--- src/rtl/fcd_pkg.sv ---
package fcd_pkg;
   typedef enum logic [1:0] {
      FCD_MODE_OFF  = 2'd0,
      FCD_MODE_R1   = 2'd1,
      FCD_MODE_DUAL = 2'd2,
      FCD_MODE_R3   = 2'd3
   } fcd_mode_e;
endpackage

--- src/rtl/fcd_prestage.sv ---
// Half-step pre-divider: emits one tick per period, period from field k.
module fcd_prestage #(
   parameter int HID_W     = 5,
   parameter bit HALF_STEP = 1'b1
) (
   input  logic             clk,
   input  logic             rst_n,
   input  logic [HID_W-1:0] cur_k,
   input  logic [HID_W-1:0] next_k,
   input  logic             load,
   input  logic             restart,
   output logic             tick,
   output logic [HID_W-1:0] cnt_o
);
   logic [HID_W-1:0] cnt_q;
   logic             phase_q;
   logic             nph;
   logic             ph_use;
   logic [HID_W-1:0] use_k;

   // span minus one for field k; ph selects ceiling half of a half step
   function automatic logic [HID_W-1:0] span_m1(input logic [HID_W-1:0] k,
                                                 input logic ph);
      logic [HID_W-1:0] half;
      half = k >> 1;
      if (k <= HID_W'(1))  return '0;
      else if (k[0])       return half;
      else if (ph)         return half;
      else                 return half - HID_W'(1);
   endfunction

   assign tick  = (cnt_q == '0);
   assign cnt_o = cnt_q;
   assign use_k = load ? next_k : cur_k;
   assign nph   = restart ? 1'b0 : ~phase_q;

   generate
      if (HALF_STEP) begin : g_half
         assign ph_use = nph;
      end else begin : g_ceil
         assign ph_use = 1'b1;
      end
   endgenerate

   always_ff @(posedge clk or negedge rst_n) begin
      if (!rst_n) begin
         cnt_q   <= '0;
         phase_q <= 1'b1;
      end else if (tick) begin
         cnt_q   <= span_m1(use_k, ph_use);
         phase_q <= nph;
      end else begin
         cnt_q   <= cnt_q - HID_W'(1);
      end
   end
endmodule

--- src/rtl/fcd_mnd_stage.sv ---
// Fractional rate stage: passes m of every n ticks via an accumulator.
module fcd_mnd_stage
   import fcd_pkg::*;
#(
   parameter int MND_W  = 8,
   parameter bit ENABLE = 1'b1
) (
   input  logic             clk,
   input  logic             rst_n,
   input  logic             tick,
   input  logic             restart,
   input  logic [1:0]       mode,
   input  logic [MND_W-1:0] m,
   input  logic [MND_W-1:0] n_inv,
   input  logic [MND_W-1:0] d_inv,
   output logic             hit,
   output logic             active,
   output logic [MND_W-1:0] acc_o
);
   generate
      if (ENABLE) begin : g_mnd
         logic [MND_W-1:0] acc_q;
         logic [MND_W-1:0] n_dec;
         logic [MND_W-1:0] nm_dec;
         logic [MND_W:0]   sum;
         logic             reach;

         assign n_dec  = ~d_inv;
         assign nm_dec = ~n_inv;
         assign active = (fcd_mode_e'(mode) == FCD_MODE_DUAL) &&
                         (n_dec != '0) && (m != '0) && (m < n_dec);
         assign sum    = {1'b0, acc_q} + {1'b0, m};
         assign reach  = (sum >= {1'b0, n_dec});
         assign hit    = tick && (!active || reach);
         assign acc_o  = acc_q;

         always_ff @(posedge clk or negedge rst_n) begin
            if (!rst_n) begin
               acc_q <= '0;
            end else if (tick) begin
               if (restart || !active) acc_q <= '0;
               else if (reach)         acc_q <= acc_q - nm_dec;
               else                    acc_q <= sum[MND_W-1:0];
            end
         end
      end else begin : g_pass
         assign hit    = tick;
         assign active = 1'b0;
         assign acc_o  = '0;
      end
   endgenerate
endmodule

--- src/rtl/frac_clk_div.sv ---
module frac_clk_div #(
   parameter int HID_W     = 5,
   parameter int MND_W     = 8,
   parameter bit HALF_STEP = 1'b1,
   parameter bit USE_MND   = 1'b1
) (
   input  logic             clk,
   input  logic             rst_n,
   input  logic [HID_W-1:0] cfg_prediv,
   input  logic [1:0]       cfg_mode,
   input  logic [MND_W-1:0] cfg_m,
   input  logic [MND_W-1:0] cfg_n_inv,
   input  logic [MND_W-1:0] cfg_d_inv,
   output logic             div_pulse
);
   localparam int CFG_W = HID_W + 2 + 3 * MND_W;

   generate
      if (HID_W < 2 || HID_W > 16) begin : g_bad_hid
         $error("frac_clk_div: HID_W out of range");
      end
      if (MND_W < 2 || MND_W > 24) begin : g_bad_mnd
         $error("frac_clk_div: MND_W out of range");
      end
   endgenerate

   logic [HID_W-1:0] sh_pre;
   logic [1:0]       sh_mode;
   logic [MND_W-1:0] sh_m;
   logic [MND_W-1:0] sh_ninv;
   logic [MND_W-1:0] sh_dinv;
   logic [CFG_W-1:0] live_vec;
   logic [CFG_W-1:0] held_vec;
   logic             chg;
   logic             tick;
   logic             hit;
   logic             restart;
   logic             mnd_active;
   logic [HID_W-1:0] pre_cnt;
   logic [MND_W-1:0] acc;
   logic             pulse_q;

   assign live_vec = {cfg_prediv, cfg_mode, cfg_m, cfg_n_inv, cfg_d_inv};
   assign held_vec = {sh_pre, sh_mode, sh_m, sh_ninv, sh_dinv};
   assign chg      = (live_vec != held_vec);
   assign restart  = hit && chg;

   fcd_prestage #(.HID_W(HID_W), .HALF_STEP(HALF_STEP)) u_pre (
      .clk     (clk),
      .rst_n   (rst_n),
      .cur_k   (sh_pre),
      .next_k  (cfg_prediv),
      .load    (hit),
      .restart (restart),
      .tick    (tick),
      .cnt_o   (pre_cnt)
   );

   fcd_mnd_stage #(.MND_W(MND_W), .ENABLE(USE_MND)) u_mnd (
      .clk     (clk),
      .rst_n   (rst_n),
      .tick    (tick),
      .restart (restart),
      .mode    (sh_mode),
      .m       (sh_m),
      .n_inv   (sh_ninv),
      .d_inv   (sh_dinv),
      .hit     (hit),
      .active  (mnd_active),
      .acc_o   (acc)
   );

   // held configuration changes only on an output pulse
   always_ff @(posedge clk or negedge rst_n) begin
      if (!rst_n) begin
         sh_pre  <= '0;
         sh_mode <= '0;
         sh_m    <= '0;
         sh_ninv <= '0;
         sh_dinv <= '0;
         pulse_q <= 1'b0;
      end else begin
         pulse_q <= hit;
         if (hit) begin
            sh_pre  <= cfg_prediv;
            sh_mode <= cfg_mode;
            sh_m    <= cfg_m;
            sh_ninv <= cfg_n_inv;
            sh_dinv <= cfg_d_inv;
         end
      end
   end

   assign div_pulse = pulse_q;
endmodule

--- config.mk ---
export PLATFORM = sky130hd
export DESIGN_NAME = frac_clk_div
export DESIGN_NICKNAME = d
export VERILOG_FILES = /design/src/rtl/fcd_pkg.sv /design/src/rtl/fcd_prestage.sv /design/src/rtl/fcd_mnd_stage.sv /design/src/rtl/frac_clk_div.sv
export SDC_FILE = /design/constraint.sdc
export NUM_CORES = 1
export LEC_CHECK = 0
export ABC_AREA = 1
export ABC_CLOCK_PERIOD_IN_PS = 4200
export BUFFER_PORTS_ARGS = -buffer_cell sky130_fd_sc_hd__buf_4
export CORE_MARGIN = 10
export CORE_UTILIZATION = 61
export CTS_CLUSTER_DIAMETER = 120
export CTS_CLUSTER_SIZE = 28
export DETAILED_ROUTE_END_ITERATION = 16
export PLACE_DENSITY = 0.81
export SYNTH_ARGS = -nofsm -noshare
export SYNTH_HDL_FRONTEND = slang
export SYNTH_HIERARCHICAL = 1
export SYNTH_SLANG_ARGS = --single-unit
--- constraint.sdc ---
create_clock -name clk -period 4.2 [get_ports clk]
set_input_delay 0.84 -clock clk [delete_from_list [all_inputs] [get_ports clk]]
set_output_delay 0.84 -clock clk [all_outputs]
set_load 0.05 [all_outputs]
# Word level (Yosys, flattened, before mapping)
# Cells that the tools add are included.
[totals]
ff_bits = 46
output_inout_bits = 1
[classes]
addsub = 4
n_lt_le_gt_ge = 3
eq_ne = 2
n_mux = 8
bitwise = 3
reduce_logical = 11
[ops]
columns = ["operator", "count"]
rows = [
  ["$ne 31x31->1", 1],
  ["$mux 5", 5],
  ["$mux 8", 2],
  ["$not 8->8", 2],
  ["$reduce_bool 8->1", 2],
  ["$add 8x8->9", 1],
  ["$ge 9x8->1", 1],
  ["$lt 8x8->1", 1],
  ["$sub 8x8->8", 1],
  ["$le 5x1->1 const B", 1],
  ["$logic_and 1x1->1", 5],
  ["$logic_not 5->1", 1],
  ["$sub 4x1->5 const B", 1],
  ["$sub 5x1->5 const B", 1],
  ["$eq 2x2->1 const B", 1],
  ["$logic_or 1x1->1", 2],
  ["$logic_not 1->1", 1],
  ["$mux 1", 1],
  ["$not 1->1", 1],
]

# Logic depth before layout (Yosys ltp)
[depth]
word_depth = 14
ltp_mapped = 27

# Cells and area by module
# Netlist, hierarchy kept.
[modules_own_cells]
columns = ["mod", "instances", "cells_each", "area_per_inst_um2"]
rows = [
  ["frac_clk_div", 1, 281, 1788.0],
  ["fcd_mnd_stage", 1, 237, 1567.8],
  ["fcd_prestage", 1, 71, 498.0],
]

# Least setup slack after synthesis
# Ideal clock, no wire load.
[synth_timing]
path_type = "flip-flop to flip-flop"
start = "register sh_m[0]"
end = "register u_pre.cnt_q[2] (netlist: u_pre/cnt_o[2])"
t_arrival_ns = 3.506
required_ns = 4.074
path_slack_ns = 0.569
stages_incl_launch_ff = 26
synth_period_minus_slack_ns = 3.631
path_cell_list = "dfrtp_1 > ha_1 > fa_1 > nand2_1 > nand3_1 > xnor2_1 > inv_1 > ha_1 > nand2_1 > nor2_1 > nand2_1 > nand3_1 > nand2_1 > nand2_1 > nand2_4 > nand3_4 > nor2_1 > nor2_1 > buf_2 > inv_1 > nor2_1 > nor2_1 > nor2_8 > nand2_2 > xor2_1 > o21ai_2"
[synth_via]
elab_chain_len = 12
word_cells_on_any_way = 19
classes_between = "add/sub (2); order compare (3); eq/ne (1); mux (6); reduce/logical (7)"
[synth_lines]
columns = ["element", "line_no", "rtl"]
rows = [
  ["start, declared", "frac_clk_div.sv:29", "logic [MND_W-1:0] sh_m;"],
  ["start signal, assigned", "frac_clk_div.sv:87", "sh_m <= cfg_m;"],
  ["branches (longest 4 deep; another with $add 8x8->9)", "n/a", ""],
  ["$logic_or 1x1->1 (*)", "fcd_mnd_stage.sv:34", "assign hit = tick && (!active || reach);"],
  ["$logic_and 1x1->1 (*)", "fcd_mnd_stage.sv:34", ""],
  ["via hit", "frac_clk_div.sv:36", "logic hit;"],
  ["$logic_and 1x1->1 (*)", "frac_clk_div.sv:46", "assign restart = hit && chg;"],
  ["via restart", "frac_clk_div.sv:37", "logic restart;"],
  ["$mux 1 (*)", "fcd_prestage.sv:35", "assign nph = restart ? 1'b0 : ~phase_q;"],
  ["$mux 5 (*)", "fcd_prestage.sv:28", "else if (ph) return half;"],
  ["$mux 5 (*)", "fcd_prestage.sv:27", "else if (k[0]) return half;"],
  ["$mux 5 (*)", "fcd_prestage.sv:26", "if (k <= HID_W'(1)) return '0;"],
  ["$mux 5 (*)", "fcd_prestage.sv:49", "end else if (tick) begin"],
  ["end signal, assigned", "fcd_prestage.sv:50", "cnt_q <= span_m1(use_k, ph_use);"],
  ["end signal, assigned", "fcd_prestage.sv:53", "cnt_q <= cnt_q - HID_W'(1);"],
  ["end, declared", "fcd_prestage.sv:15", "logic [HID_W-1:0] cnt_q;"],
]
# Mark *: on every way through the listed nets, which the timed path passes.
# A chain may end at the register's enable or synchronous reset.

# Final worst setup path
[layout_timing]
start = "register sh_m[0]"
end = "register u_pre.cnt_q[1] (netlist: u_pre/cnt_o[1])"
[layout_via]
elab_chain_len = 12
word_cells_on_any_way = 19
classes_between = "add/sub (2); order compare (3); eq/ne (1); mux (6); reduce/logical (7)"
[layout_lines]
columns = ["element", "line_no"]
rows = [
  ["branches (longest 4 deep; another with $add 8x8->9)", "n/a"],
  ["$logic_or 1x1->1 (*)", "fcd_mnd_stage.sv:34"],
  ["$logic_and 1x1->1 (*)", "fcd_mnd_stage.sv:34"],
  ["via hit", "frac_clk_div.sv:36"],
  ["$mux 5 / $logic_and 1x1->1 (equally long branches)", "fcd_prestage.sv:34, frac_clk_div.sv:46"],
  ["$sub 4x1->5 / $mux 1 (equally long branches)", "fcd_prestage.sv:29, fcd_prestage.sv:35"],
  ["$mux 5", "fcd_prestage.sv:28"],
  ["$mux 5", "fcd_prestage.sv:27"],
  ["$mux 5 (*)", "fcd_prestage.sv:26"],
  ["$mux 5 (*)", "fcd_prestage.sv:49"],
]
# Marks and branches as above.

==> flow_summary.json <==
{
  "wire_per_inst_microns": 13.02,
  "p_total_mw": 3.221,
  "slew_violations": 0,
  "critPathCapture": "u_pre/cnt_o[1]$_DFF_PN0_",
  "cts.sinks": 46,
  "diodes": 0,
  "num_vias": 3689,
  "numCtsBuffers": 5,
  "grt_pass1_vias": 3309,
  "tritoncts": "done",
  "dr.pass1.iters": 4,
  "maxCapViolations": 0,
  "powerDensity_nw_per_um2": 736.2,
  "leakagePower_nw": 2.556,
  "initial_core_util": 0.6389,
  "finalSetupViolCount": 0,
  "clock_skew_ns": 0.009102,
  "grt.total_usage": 0.1777,
  "clockBufferDepth": 2,
  "ir_worst_vdd_v": 0.0005241,
  "reg2reg_slack_ns": 0.32,
  "internal_power_mw": 1.626,
  "synth_fp_nets": 656,
  "r2r-end": "u_pre/cnt_o[1]$_DFF_PN0_",
  "cts.clk_slew.worst_paths_ns": 0.09,
  "layout_commonest_cell": "nand2_1",
  "htree_levels": 2,
  "insertion_delay_ns": 0.31,
  "dieArea_sq_um": 9889,
  "drc": 0,
  "fin_crit_sh": 0.9226,
  "syn_area_sq_um": 3850,
  "cts-root-buf": "clkbuf_8",
  "clock.fmax_mhz": 258.1,
  "grt_remaining_overflow": 0,
  "tns_ns": 0,
  "ant_nets": 0,
  "grt_max_degree": 51,
  "numPortBuffers": 33,
  "grt_pass1_wl_microns": 14790,
  "p_sw_mw": 1.596,
  "crit_path_max_incr_delay_ns": 0.44,
  "status": "complete, no violations",
  "path_common_cell": "nand2_1",
  "drive_gt1_frac": 0.1224,
  "cp_max_fo": 9,
  "finalCriticalPeriod_ns": 3.875,
  "place_congestion": 0.9261,
  "worstMarginPinSlew_ns": 0.6122,
  "syn_to_final_growth_pct": 13.65,
  "ios": 34,
  "rsz0062_at_grt": "no",
  "mostFrequentLayoutCells": "nand2_1 (229), inv_1 (103), dfrtp_1 (45)",
  "r2r_cells": 25,
  "seq_power_share": 0.272,
  "syn_avg_cell_area_sq_um": 6.548,
  "hp-start": "u_pre/phase_q$_DFFE_PN1P_",
  "worst_path_max_delay_cell": "dfrtp_1",
  "dp_hpwl_microns": 7087,
  "worstSetupPathType": "reg -> reg",
  "hold_class": "reg -> reg",
  "required_ns": 4.44,
  "die_w_microns": 99.45,
  "final-hold-violation-count": 0,
  "power.clock.fraction": 0.129,
  "core-area_sq_um": 6026,
  "worstSetupEndpointType": "flop",
  "dp_cells": 690,
  "yosysWarnings": 6,
  "final_cells": 704,
  "num_rows": 28,
  "cp-start-kind": "flop",
  "viasPerCell": 5.240,
  "r2r_start": "sh_m[0]$_DFFE_PN0P_",
  "die_h_microns": 99.45,
  "slew_headroom": 0.5918,
  "nNetsFinal": 696,
  "crit_start": "sh_m[0]$_DFFE_PN0P_",
  "crit_arrival_ns": 4.11,
  "wirelength_microns": 9168,
  "synthCells": 588,
  "drt_iter0_markers": 183,
  "sw_frac_of_total": 0.4954,
  "fillers": 511,
  "antenna_found_initial": 0,
  "ctsHoldBuffers": 0,
  "comb_power_share": 0.600
}
[how the worst min path moves through the flow]
stage,end,slack (ns),depth (start not counted)
final,u_pre/phase_q$_DFFE_PN1P_,0.49,2
after detailed placement,u_pre/phase_q$_DFFE_PN1P_,0.46,2
after floorplan,u_pre/phase_q$_DFFE_PN1P_,0.45,2
after CTS,u_pre/phase_q$_DFFE_PN1P_,0.48,2
after global routing,u_pre/phase_q$_DFFE_PN1P_,0.53,2
after global placement,u_pre/phase_q$_DFFE_PN1P_,0.46,2
[power by group through the flow]
stage	Combinational [mW]	Sequential, mW	Clock [mW]
after global placement	1.76	0.870	0
after floorplan	1.47	0.805	0
after detailed placement	1.85	0.877	0
final	1.93	0.875	0.415
after CTS	1.87	0.870	0.420
after global routing	2.19	0.907	0.430
[registers in the layout (all words and copies together), names as in the netlist]
name / flops
u_pre/phase_q: 1
sh_dinv: 8
u_pre/cnt_o: 5
div_pulse: 1
u_mnd/acc_o: 8
sh_m: 8
sh_pre: 5
sh_ninv: 8
sh_mode: 2
[metrics by stage]
stage | worst slack, ns | area (sq um) | utilization | hold WS (ns)
final | 0.3249 | 4375 | 0.7261 | 0.4861
after global routing | 0.02522 | 4375 | 0.7261 | 0.5277
after CTS | 0.2373 | 4318 | 0.7166 | 0.4765
after detailed placement | 0.2822 | 4175 | 0.6929 | 0.4623
after global placement | 0.4797 | 4175 | 0.6929 | 0.4585
after floorplan | 0.5691 | 3850 | - | 0.4481
[layer usage]
layer	up-vias	share of wire	global-route usage
met1	1711	0.46	0.2249
met3	15	0.036	0.02630
li1	1892	-	-
met2	71	0.49	0.2991
met4	0	0.018	0.06395
met5	-	0	0
[area by class of cell]
type,instances,area [sq um],share of cell area
Clock buffer,6,82.58,0.01887
Clock inverter,2,60.06,0.01373
Inverter,109,409.1,0.09351
Multi-Input combinational cell,426,2277,0.5204
Sequential cell,46,1152,0.2634
Tap cell,75,93.84,0.02145
Timing Repair Buffer,40,300.3,0.06863
[worst max-delay path, delay by kind of cell (launching register included)]
family          cells  cell delay [ns]
fa+ha+maj           4             1.23
simple gates       15             1.41
buf+inv             3             0.30
flops               1             0.44
compound gates      2             0.21
xor+xnor            1             0.18
[what timing repair did]
action / CTS / global route
gates resized for setup: 0 / 3
buffers inserted: 0 / 6
setup endpoints to repair: 0 / 6
Power figures use the tool's default switching activity.
